$ cat src/rtl/xpt_pkg.sv
// Shared types for the translation buffer with probe requests.
// Assumes a two-bit opcode field whose encoding is fixed at the port.
package xpt_pkg;

    typedef enum logic [1:0] {
        OP_LOAD  = 2'd0,
        OP_QTLB  = 2'd1,
        OP_QPAGE = 2'd2,
        OP_TRY   = 2'd3
    } xpt_op_e;

    typedef enum logic [1:0] {
        ST_IDLE = 2'd0,
        ST_LOOK = 2'd1,
        ST_WALK = 2'd2,
        ST_DATA = 2'd3
    } xpt_state_e;

    // True for opcodes that fetch data after translation
    function automatic logic op_reads(xpt_op_e op);
        return (op == OP_LOAD) || (op == OP_TRY);
    endfunction

endpackage

$ cat src/rtl/xpt_xlat_array.sv
// Fully associative mapping store: compares the virtual page against all
// slots in parallel and fills slots in rotating order.
// Assumes a page is never filled while it is already present.
module xpt_xlat_array #(
    parameter int ENTRIES = 4,
    parameter int VPN_W   = 20,
    parameter int PPN_W   = 12
) (
    input  logic             clk,
    input  logic             rst_n,
    input  logic [VPN_W-1:0] look_vpn,
    output logic             hit,
    output logic [PPN_W-1:0] hit_ppn,
    output logic             hit_user,
    input  logic             fill_en,
    input  logic [VPN_W-1:0] fill_vpn,
    input  logic [PPN_W-1:0] fill_ppn,
    input  logic             fill_user
);
    localparam int IDX_W = (ENTRIES > 1) ? $clog2(ENTRIES) : 1;
    localparam logic [IDX_W-1:0] LAST_IDX = IDX_W'(ENTRIES - 1);

    logic [ENTRIES-1:0] slot_valid;
    logic [VPN_W-1:0]   slot_vpn  [ENTRIES];
    logic [PPN_W-1:0]   slot_ppn  [ENTRIES];
    logic [ENTRIES-1:0] slot_user;
    logic [ENTRIES-1:0] match;
    logic [IDX_W-1:0]   victim;

    // One comparator per slot
    for (genvar e = 0; e < ENTRIES; e++) begin : g_cmp
        assign match[e] = slot_valid[e] && (slot_vpn[e] == look_vpn);
    end

    assign hit = |match;

    // Merge the fields of the single matching slot
    always_comb begin
        hit_ppn  = '0;
        hit_user = 1'b0;
        for (int e = 0; e < ENTRIES; e++) begin
            if (match[e]) begin
                hit_ppn  = hit_ppn | slot_ppn[e];
                hit_user = hit_user | slot_user[e];
            end
        end
    end

    // Valid bits and rotating victim pointer
    always_ff @(posedge clk) begin
        if (!rst_n) begin
            slot_valid <= '0;
            victim     <= '0;
        end else if (fill_en) begin
            slot_valid[victim] <= 1'b1;
            victim <= (victim == LAST_IDX) ? '0 : victim + 1'b1;
        end
    end

    // Mapping payload, written only on fill
    always_ff @(posedge clk) begin
        if (fill_en) begin
            slot_vpn[victim]  <= fill_vpn;
            slot_ppn[victim]  <= fill_ppn;
            slot_user[victim] <= fill_user;
        end
    end

endmodule

$ cat src/rtl/xpt_ctrl.sv
// Request sequencer: holds the accepted request, decides between answer,
// walk and read, and repeats the lookup once after a walk completes.
// Assumes one request in flight; the walker answers each request once.
module xpt_ctrl
    import xpt_pkg::*;
#(
    parameter int VA_W      = 32,
    parameter int PAGE_BITS = 12,
    parameter int PA_W      = 24
) (
    input  logic                      clk,
    input  logic                      rst_n,
    input  logic                      req_valid,
    output logic                      req_ready,
    input  xpt_op_e                   req_op,
    input  logic [VA_W-1:0]           req_vaddr,
    input  logic                      req_user,
    input  logic                      req_abort_on_miss,
    output logic [VA_W-PAGE_BITS-1:0] look_vpn,
    input  logic                      hit,
    input  logic [PA_W-PAGE_BITS-1:0] hit_ppn,
    input  logic                      hit_user,
    output logic                      walk_req_valid,
    input  logic                      walk_rsp_valid,
    input  logic                      walk_rsp_found,
    output logic                      fill_en,
    output logic                      mem_rd_en,
    output logic [PA_W-1:0]           mem_rd_addr,
    output logic                      done,
    output logic                      done_ok,
    output logic                      done_fault,
    output logic                      done_take_data
);
    localparam int VPN_W = VA_W - PAGE_BITS;

    xpt_state_e            state, state_d;
    xpt_op_e               op_q;
    logic [VPN_W-1:0]      vpn_q;
    logic [PAGE_BITS-1:0]  off_q;
    logic                  user_q;
    logic                  abort_q;
    logic                  walked_q;
    logic                  perm_ok;
    logic                  give_up;

    assign req_ready   = (state == ST_IDLE);
    assign look_vpn    = vpn_q;
    assign mem_rd_addr = {hit_ppn, off_q};
    assign perm_ok     = hit_user || !user_q;
    assign give_up     = (op_q == OP_QTLB) || (op_q == OP_TRY && abort_q) || walked_q;

    // Next state and per-cycle strobes
    always_comb begin
        state_d        = state;
        walk_req_valid = 1'b0;
        fill_en        = 1'b0;
        mem_rd_en      = 1'b0;
        done           = 1'b0;
        done_ok        = 1'b0;
        done_fault     = 1'b0;
        done_take_data = 1'b0;
        case (state)
            ST_IDLE: if (req_valid) state_d = ST_LOOK;
            ST_LOOK: begin
                if (hit) begin
                    if (!op_reads(op_q)) begin
                        done    = 1'b1;
                        done_ok = 1'b1;
                        state_d = ST_IDLE;
                    end else if (perm_ok) begin
                        mem_rd_en = 1'b1;
                        state_d   = ST_DATA;
                    end else begin
                        done       = 1'b1;
                        done_fault = (op_q == OP_LOAD);
                        state_d    = ST_IDLE;
                    end
                end else if (give_up) begin
                    done       = 1'b1;
                    done_fault = walked_q && (op_q == OP_LOAD);
                    state_d    = ST_IDLE;
                end else begin
                    walk_req_valid = 1'b1;
                    state_d        = ST_WALK;
                end
            end
            ST_WALK: if (walk_rsp_valid) begin
                fill_en = walk_rsp_found;
                state_d = ST_LOOK;
            end
            ST_DATA: begin
                done           = 1'b1;
                done_ok        = 1'b1;
                done_take_data = 1'b1;
                state_d        = ST_IDLE;
            end
            default: state_d = ST_IDLE;
        endcase
    end

    // State register and walk-done marker
    always_ff @(posedge clk) begin
        if (!rst_n) begin
            state    <= ST_IDLE;
            walked_q <= 1'b0;
        end else begin
            state <= state_d;
            if (state == ST_IDLE && req_valid)
                walked_q <= 1'b0;
            else if (state == ST_WALK && walk_rsp_valid)
                walked_q <= 1'b1;
        end
    end

    // Capture of the accepted request
    always_ff @(posedge clk) begin
        if (!rst_n) begin
            op_q    <= OP_LOAD;
            vpn_q   <= '0;
            off_q   <= '0;
            user_q  <= 1'b0;
            abort_q <= 1'b0;
        end else if (state == ST_IDLE && req_valid) begin
            op_q    <= req_op;
            vpn_q   <= req_vaddr[VA_W-1:PAGE_BITS];
            off_q   <= req_vaddr[PAGE_BITS-1:0];
            user_q  <= req_user;
            abort_q <= req_abort_on_miss;
        end
    end

endmodule

$ cat src/rtl/xpt_rsp_fmt.sv
// Response stage: registers the outcome, zeroes data that was not loaded
// and derives the zero and sign flags from loaded data.
// Assumes done is a single-cycle strobe.
module xpt_rsp_fmt #(
    parameter int DATA_W = 32
) (
    input  logic              clk,
    input  logic              rst_n,
    input  logic              done,
    input  logic              done_ok,
    input  logic              done_fault,
    input  logic              done_take_data,
    input  logic [DATA_W-1:0] mem_rd_data,
    output logic              rsp_valid,
    output logic              rsp_ok,
    output logic              rsp_fault,
    output logic [DATA_W-1:0] rsp_data,
    output logic              rsp_zf,
    output logic              rsp_sf
);
    // Register the response fields once per completed request
    always_ff @(posedge clk) begin
        if (!rst_n) begin
            rsp_valid <= 1'b0;
            rsp_ok    <= 1'b0;
            rsp_fault <= 1'b0;
            rsp_data  <= '0;
            rsp_zf    <= 1'b0;
            rsp_sf    <= 1'b0;
        end else begin
            rsp_valid <= done;
            if (done) begin
                rsp_ok    <= done_ok;
                rsp_fault <= done_fault;
                rsp_data  <= done_take_data ? mem_rd_data : '0;
                rsp_zf    <= done_take_data && (mem_rd_data == '0);
                rsp_sf    <= done_take_data && mem_rd_data[DATA_W-1];
            end
        end
    end

endmodule

$ cat src/rtl/xlat_probe_tlb.sv
// Top level: translation buffer answering loads, hit probes, page probes and
// tentative loads; misses go to an external walker, data to a read port.
// Assumes a one-cycle read latency and a single outstanding request.
module xlat_probe_tlb
    import xpt_pkg::*;
#(
    parameter int VA_W      = 32,
    parameter int PAGE_BITS = 12,
    parameter int PA_W      = 24,
    parameter int DATA_W    = 32,
    parameter int ENTRIES   = 4
) (
    input  logic                      clk,
    input  logic                      rst_n,
    input  logic                      req_valid,
    output logic                      req_ready,
    input  logic [1:0]                req_op,
    input  logic [VA_W-1:0]           req_vaddr,
    input  logic                      req_user,
    input  logic                      req_abort_on_miss,
    output logic                      walk_req_valid,
    output logic [VA_W-PAGE_BITS-1:0] walk_req_vpn,
    input  logic                      walk_rsp_valid,
    input  logic                      walk_rsp_found,
    input  logic [PA_W-PAGE_BITS-1:0] walk_rsp_ppn,
    input  logic                      walk_rsp_user,
    output logic                      mem_rd_en,
    output logic [PA_W-1:0]           mem_rd_addr,
    input  logic [DATA_W-1:0]         mem_rd_data,
    output logic                      rsp_valid,
    output logic                      rsp_ok,
    output logic                      rsp_fault,
    output logic [DATA_W-1:0]         rsp_data,
    output logic                      rsp_zf,
    output logic                      rsp_sf
);
    localparam int VPN_W = VA_W - PAGE_BITS;
    localparam int PPN_W = PA_W - PAGE_BITS;

    logic [VPN_W-1:0] look_vpn;
    logic             hit;
    logic [PPN_W-1:0] hit_ppn;
    logic             hit_user;
    logic             fill_en;
    logic             done, done_ok, done_fault, done_take_data;

    assign walk_req_vpn = look_vpn;

    xpt_ctrl #(.VA_W(VA_W), .PAGE_BITS(PAGE_BITS), .PA_W(PA_W)) u_ctrl (
        .clk               (clk),
        .rst_n             (rst_n),
        .req_valid         (req_valid),
        .req_ready         (req_ready),
        .req_op            (xpt_op_e'(req_op)),
        .req_vaddr         (req_vaddr),
        .req_user          (req_user),
        .req_abort_on_miss (req_abort_on_miss),
        .look_vpn          (look_vpn),
        .hit               (hit),
        .hit_ppn           (hit_ppn),
        .hit_user          (hit_user),
        .walk_req_valid    (walk_req_valid),
        .walk_rsp_valid    (walk_rsp_valid),
        .walk_rsp_found    (walk_rsp_found),
        .fill_en           (fill_en),
        .mem_rd_en         (mem_rd_en),
        .mem_rd_addr       (mem_rd_addr),
        .done              (done),
        .done_ok           (done_ok),
        .done_fault        (done_fault),
        .done_take_data    (done_take_data)
    );

    xpt_xlat_array #(.ENTRIES(ENTRIES), .VPN_W(VPN_W), .PPN_W(PPN_W)) u_array (
        .clk       (clk),
        .rst_n     (rst_n),
        .look_vpn  (look_vpn),
        .hit       (hit),
        .hit_ppn   (hit_ppn),
        .hit_user  (hit_user),
        .fill_en   (fill_en),
        .fill_vpn  (look_vpn),
        .fill_ppn  (walk_rsp_ppn),
        .fill_user (walk_rsp_user)
    );

    xpt_rsp_fmt #(.DATA_W(DATA_W)) u_fmt (
        .clk            (clk),
        .rst_n          (rst_n),
        .done           (done),
        .done_ok        (done_ok),
        .done_fault     (done_fault),
        .done_take_data (done_take_data),
        .mem_rd_data    (mem_rd_data),
        .rsp_valid      (rsp_valid),
        .rsp_ok         (rsp_ok),
        .rsp_fault      (rsp_fault),
        .rsp_data       (rsp_data),
        .rsp_zf         (rsp_zf),
        .rsp_sf         (rsp_sf)
    );

endmodule

$ cat config.mk
export PLATFORM = sky130hd
export DESIGN_NAME = xlat_probe_tlb
export DESIGN_NICKNAME = d
export VERILOG_FILES = /design/src/rtl/xpt_pkg.sv /design/src/rtl/xpt_xlat_array.sv /design/src/rtl/xpt_ctrl.sv /design/src/rtl/xpt_rsp_fmt.sv /design/src/rtl/xlat_probe_tlb.sv
export SDC_FILE = /design/constraint.sdc
export NUM_CORES = 1
export LEC_CHECK = 0
export BUFFER_PORTS_ARGS = -buffer_cell sky130_fd_sc_hd__buf_4
export CORE_MARGIN = 1
export CORE_UTILIZATION = 49
export CTS_CLUSTER_SIZE = 20
export DETAILED_ROUTE_END_ITERATION = 10
export PLACE_DENSITY_LB_ADDON = 0.08
export RECOVER_POWER = 25
export SLEW_MARGIN = 15
export SYNTH_ARGS = -nofsm -noshare
export SYNTH_HDL_FRONTEND = slang
export SYNTH_SLANG_ARGS = --single-unit
$ cat constraint.sdc
create_clock -name clk -period 2.4 [get_ports clk]
set_input_delay 0.48 -clock clk [delete_from_list [all_inputs] [get_ports clk]]
set_output_delay 0.48 -clock clk [all_outputs]
set_load 0.02 [all_outputs]
# After elaboration in Yosys (flattened, before gate mapping)
# Memory sizes are Yosys's and may differ from the RTL's.
# Cells that the tools add are included.
dict set report op_classes {
  n_addsub 1
  n_lt_le_gt_ge 2
  eq_ne 12
  n_mux 45
  bitwise 8
  reduce_logical 22
}
# operator n
set op_table {}
lappend op_table {{equality test 20 bit} 4}
lappend op_table {{two-way mux 12 bit} 4}
lappend op_table {{bitwise OR 12 bit} 3}
lappend op_table {{logical NOT 32 bit} 1}
lappend op_table {{two-way mux 32 bit} 1}
lappend op_table {{two-way mux 1 bit} 28}
lappend op_table {{two-way mux 2 bit} 7}
lappend op_table {{logical AND 1 bit} 11}
lappend op_table {{equality test 2 bit, second input constant} 4}
lappend op_table {{case mux 2 bit (4 select lines)} 1}
lappend op_table {{bitwise mux 4 bit} 1}
lappend op_table {{equality test 2 x 1 -> 1 bit, second input constant} 2}
lappend op_table {{logical NOT 2 bit} 2}
lappend op_table {{logical OR 1 bit} 4}
lappend op_table {{!= test 2 bit, second input constant} 2}
lappend op_table {{bitwise OR 4 bit} 1}
lappend op_table {{case mux 1 bit (2 select lines)} 2}
lappend op_table {{OR reduction 4 bit} 1}
lappend op_table {{< comparator 2 x 3 -> 1 bit, second input constant} 1}
lappend op_table {{bitwise OR 1 bit} 3}
lappend op_table {{adder 2 x 1 -> 2 bit, second input constant} 1}
lappend op_table {{demux 1 bit (select 2 bit)} 1}
lappend op_table {{>= comparator 2 x 1 -> 1 bit, second input constant} 1}
lappend op_table {{AND reduction 2 bit} 1}
lappend op_table {{other kinds (3)} 3}
dict set report totals {
  reg_bits 86
  mem_bits_rw 128
  input_bits 86
  out_inout_bits 84
  elab_cells 108
  memories 2
}
# name words word_bits rd rd_ports_with_merged_regs write_ports line
set mem_list {}
lappend mem_list {u_array.slot_vpn 4 20 4 0 1 xpt_xlat_array.sv:24} ;# logic [VPN_W-1:0] slot_vpn [ENTRIES];
lappend mem_list {u_array.slot_ppn 4 12 4 0 1 xpt_xlat_array.sv:25} ;# logic [PPN_W-1:0] slot_ppn [ENTRIES];

# Logic depth before layout (Yosys ltp)
dict set report depth {
  depth_word 14
  mapped_depth 11
  depth_no_buf 8
}

# Cells and area by module
# Synthesis repeated with hierarchy kept, for this count alone.
dict set report hier_totals {
  cells_unflattened 728
  area_unflattened_um2 9273.9
}
# mod n_inst cells_each area_per_inst_um2 seq_area_each_um2
set modules_own_cells {}
lappend modules_own_cells {xpt_xlat_array 1 355 5848.1 4083.9}
lappend modules_own_cells {xpt_ctrl 1 209 1878.1 780.7}
lappend modules_own_cells {xpt_rsp_fmt 1 164 1547.7 720.7}

# Worst setup path after synthesis
# OpenSTA, ideal clock, no wires.
dict set report synth_path {
  path_kind {register to output}
  startpoint {reg u_ctrl.vpn_q[2], in the netlist u_ctrl.look_vpn[2]}
  endpoint {out mem_rd_en}
  t_arrival_ps 2371
  required_ps 1920
  slack_ps -451
  stages_incl_launch_ff 8
  n_path_buf 1
  path_cell_list {dfxtp_1 -> buf_2 -> xor2_1 -> nor4_2 -> nand4_1 -> o31ai_2 -> nor4_2 -> nor4b_1}
}
dict set report synth_via {
  elab_chain_len 14
  word_cells_on_any_way 21
  cone_classes {eq/ne (4); mux (8); bitwise (3); reduce/logical (6)}
}
# element line
set synth_rtl {}
lappend synth_rtl {{start, declared} xpt_ctrl.sv:38} ;# logic [VPN_W-1:0] vpn_q;
lappend synth_rtl {{start signal, assigned} xpt_ctrl.sv:125} ;# vpn_q <= req_vaddr[VA_W-1:PAGE_BITS];
lappend synth_rtl {{equality test 20 bit} xpt_xlat_array.sv:32} ;# assign match[e] = slot_valid[e] && (slot_vpn[e] == look_vpn);
lappend synth_rtl {{logical AND 1 bit} xpt_xlat_array.sv:32}
lappend synth_rtl {{two-way mux 1 bit} xpt_xlat_array.sv:42} ;# if (match[e]) begin
lappend synth_rtl {{bitwise OR 1 bit} xpt_xlat_array.sv:44} ;# hit_user = hit_user | slot_user[e];
lappend synth_rtl {{two-way mux 1 bit} xpt_xlat_array.sv:42}
lappend synth_rtl {{bitwise OR 1 bit} xpt_xlat_array.sv:44}
lappend synth_rtl {{two-way mux 1 bit} xpt_xlat_array.sv:42}
lappend synth_rtl {{bitwise OR 1 bit} xpt_xlat_array.sv:44}
lappend synth_rtl {{two-way mux 1 bit} xpt_xlat_array.sv:42}
lappend synth_rtl {{logical OR 1 bit} xpt_ctrl.sv:49} ;# assign perm_ok = hit_user || !user_q;
lappend synth_rtl {{two-way mux 1 bit} xpt_ctrl.sv:70} ;# end else if (perm_ok) begin
lappend synth_rtl {{two-way mux 1 bit} xpt_ctrl.sv:66} ;# if (!op_reads(op_q)) begin
lappend synth_rtl {{two-way mux 1 bit *} xpt_ctrl.sv:65} ;# if (hit) begin
lappend synth_rtl {{two-way mux 1 bit *} xpt_ctrl.sv:62} ;# case (state)
lappend synth_rtl {{end, declared} xlat_probe_tlb.sv:27} ;# output logic mem_rd_en,
# Mark *: on every way between the ends. The rest lies on a longest branch, timed or not.

==> impl_metrics.json <==
{
  "status": "finished, violations left",
  "violations": "setup timing",
  "initial_core_util_pct": 50.4,
  "clk_pin_slew_ps": 60,
  "avgSynthCellArea_um2": 13.3,
  "portBuffers": 169,
  "synth_area_leaders": "edfxtp_1 (47%), dfxtp_1 (19%), xor2_1 (6.3%)",
  "drt_first_pass_iters": 5,
  "cts_root_buf": "clkbuf_16",
  "routabilityCongestion": 0.808,
  "clock_path_buffers": 3,
  "cp_common_cell": "buf_4",
  "rows": 47,
  "grt_usage_pct": 22.4,
  "area_growth_pct": 34.6,
  "antenna_found_initial": 1,
  "worst_pin_slew_ps": 646,
  "p_seq_share_pct": 50.6,
  "vias": 5775,
  "worst_setup_path_end_kind": "primary output",
  "cp_max_fo": 6,
  "sw_frac_of_total_pct": 21.8,
  "drt_iter0_markers": 337,
  "slew_headroom_pct": 56.8,
  "finalCriticalPeriod_ps": 3160,
  "syn_nets": 724,
  "final_common_cell": "buf_4",
  "min_path_type": "primary input to flip-flop",
  "synthArstFlopShare_pct": 0,
  "required_ps": 1920,
  "antenna_left": 0,
  "cts_buffers": 22,
  "grt_start_max_net_pins": 28,
  "nets": 961,
  "pin_count": 170,
  "yosysSeqAreaShare_pct": 66.6,
  "period_share_pct": 132,
  "die_w_um": 133,
  "overflow": 0,
  "vias_per_cell": 5.23,
  "cts_tree": "done",
  "die_area_um2": 17600,
  "placement.setup.worst_slack_ps": -450,
  "power.leakage_nw": 4.46,
  "ys_warn_count": 0,
  "design_area_um2": 11300,
  "hold_ws_ps": 205,
  "critPathLaunchType": "flip-flop",
  "drive_gt1_share_pct": 35.8,
  "comb_power_share_pct": 9.1,
  "fp.coreArea_um2": 16600,
  "synthCells": 631,
  "synth_top_cell_area_share_pct": 47.3,
  "ctsHtreeMaxLevel": 1,
  "power.density_nw_per_um2": 705,
  "cts_hold_buf": 0,
  "grt_pass1_vias": 5997,
  "grt_setup_unrepaired": "true",
  "cts.sinks": 213,
  "n_fill_cell": 1217,
  "p_int_mw": 6.22,
  "placed_cell_area_um2": 10300,
  "clkLatencyLatePin_ps": 490,
  "skew_ps": 10.2,
  "setup_viol": 51,
  "clock.fmax_ghz": 0.317,
  "drc": 0,
  "fin_ws_ps": -758,
  "cp_slowest_cell": "edfxtp_1",
  "hold_viol_final": 0,
  "ys_types": 44,
  "final_cell_mix": "buf_4 (221), edfxtp_1 (132), nand2_1 (89), dfxtp_1 (68), xor2_1 (57)",
  "clkPwrFrac_pct": 40.3,
  "synth_top_area_cell": "edfxtp_1",
  "power_switching_mw": 1.74,
  "yosys_register_bits": 213,
  "routed_wl_um": 19900,
  "synth_edf_count": 132,
  "path_cells": "xor2_1 > nor4_2 > buf_4 > nand4_1 > buf_4 > nor2_4 > buf_4 > buf_8 > a22oi_1 > nand2_1 > buf_6",
  "arrival_ps": 2680,
  "post-route-util_pct": 67.8,
  "wire_per_inst_um": 18.0,
  "drv_cap": 0,
  "peakVddDrop_v": 0.000509,
  "drv_slew": 0,
  "grt_pass1_wl_um": 31100,
  "critPathKind": "flip-flop to primary output",
  "synthFlopType": "edfxtp_1",
  "dp_hpwl_um": 13200,
  "syn_area_um2": 8380,
  "die_h_um": 133,
  "tns_ps": -20070,
  "worst_path_largest_cell_delay_ps": 390
}
-- registers in the layout, summed over array words and instances (netlist names), 2 cells and up --
name,flops
u_array.slot_ppn,48
u_ctrl.state,2
u_ctrl.look_vpn,20
u_ctrl.op_q,2
u_fmt.rsp_data,32
u_array.slot_user,4
u_array.victim,2
u_array.slot_valid,4
u_ctrl.off_q,12
u_array.slot_vpn,80
-- cells by family after synthesis --
family / Yosys count / synth area share (%)
fa+ha+maj: 7 / 1.04
flops: 213 / 66.6
simple gates: 160 / 9.15
buf+inv: 55 / 3.79
mux: 3 / 0.358
compound gates: 113 / 10.6
xor+xnor: 80 / 8.45
-- power by group through the flow --
stage                     Sequential, mW  Clock (mW)  Combinational (mW)
after floorplan                     4.13           0               0.303
after global placement              4.10           0               0.659
after detailed placement            4.10           0               0.671
after CTS                           4.03        3.26               0.724
after global routing                4.03        3.42               0.782
final                               4.03        3.20               0.725
-- worst max-delay path: cells and delay by family, from the launching register on --
kind	cells	cell delay (ps)
AND/OR/NAND/NOR	4	740
XOR/XNOR	1	160
flip-flops	1	390
buffers and inverters	5	830
AO/OA/AOI/OAI	1	70
-- synthesized netlist by cell type (6+ instances only) --
cell type,instances
nor3_1,6
nor4_1,21
xnor2_1,19
buf_2,11
a21boi_0,31
a21oi_1,9
nor2_1,10
edfxtp_1,132
a22oi_1,24
clkbuf_1,19
buf_4,7
and2_1,6
a22o_1,32
nand4_1,7
dfxtp_1,81
xor2_1,60
nand3_1,7
ha_1,7
inv_1,9
nand2_1,89
-- metrics by stage --
step	total power, mW	cells
finish	7.96	1104
global route	8.23	1103
CTS	8.01	1094
detailed placement	4.77	1047
global placement	4.76	1047
floorplan	4.44	631
-- timing repair --
item	4_1_cts	5_1_grt
hold endpoints to repair	0	0
pin swaps	3	14
endpoints found under the setup margin	52	52
setup buffers	4	6
resized for setup	16	34
cloned	4	3
-- layer usage --
metal / track usage [%] / routed length [um]
met1: 29.6 / 8830
met2: 38.3 / 9750
met3: 3.79 / 987
met4: 5.87 / 339
met5: 0 / 0
-- area by class of cell --
class | count | area [um2] | area share, %
well taps | 220 | 275 | 2.44
multi-input cells | 367 | 2740 | 24.2
repair buffers | 254 | 1940 | 17.2
diodes | 1 | 2.50 | 0.0222
flip-flops and latches | 213 | 5610 | 49.7
inverters | 10 | 37.5 | 0.333
clock inverters | 1 | 5.00 | 0.0443
clock buffers | 38 | 682 | 6.04
-- path summary, 6_finish.rpt --
path | start | end | slack (ps) | depth (start not counted)
worst max-delay path | u_array.slot_vpn[2][10]$_DFFE_PP_ | mem_rd_addr[18] | -760 | 11
worst min-delay path | walk_rsp_valid | u_ctrl.state[1]$_SDFFE_PN0P_ | 210 | 2
worst min register to register | u_fmt.rsp_zf$_SDFFE_PN0P_ | u_fmt.rsp_zf$_SDFFE_PN0P_ | 460 | 1
worst max register to register | u_array.slot_vpn[2][10]$_DFFE_PP_ | u_fmt.rsp_data[7]$_SDFFE_PN0P_ | -290 | 13
No activity file was read; power rests on OpenSTA's default activity.
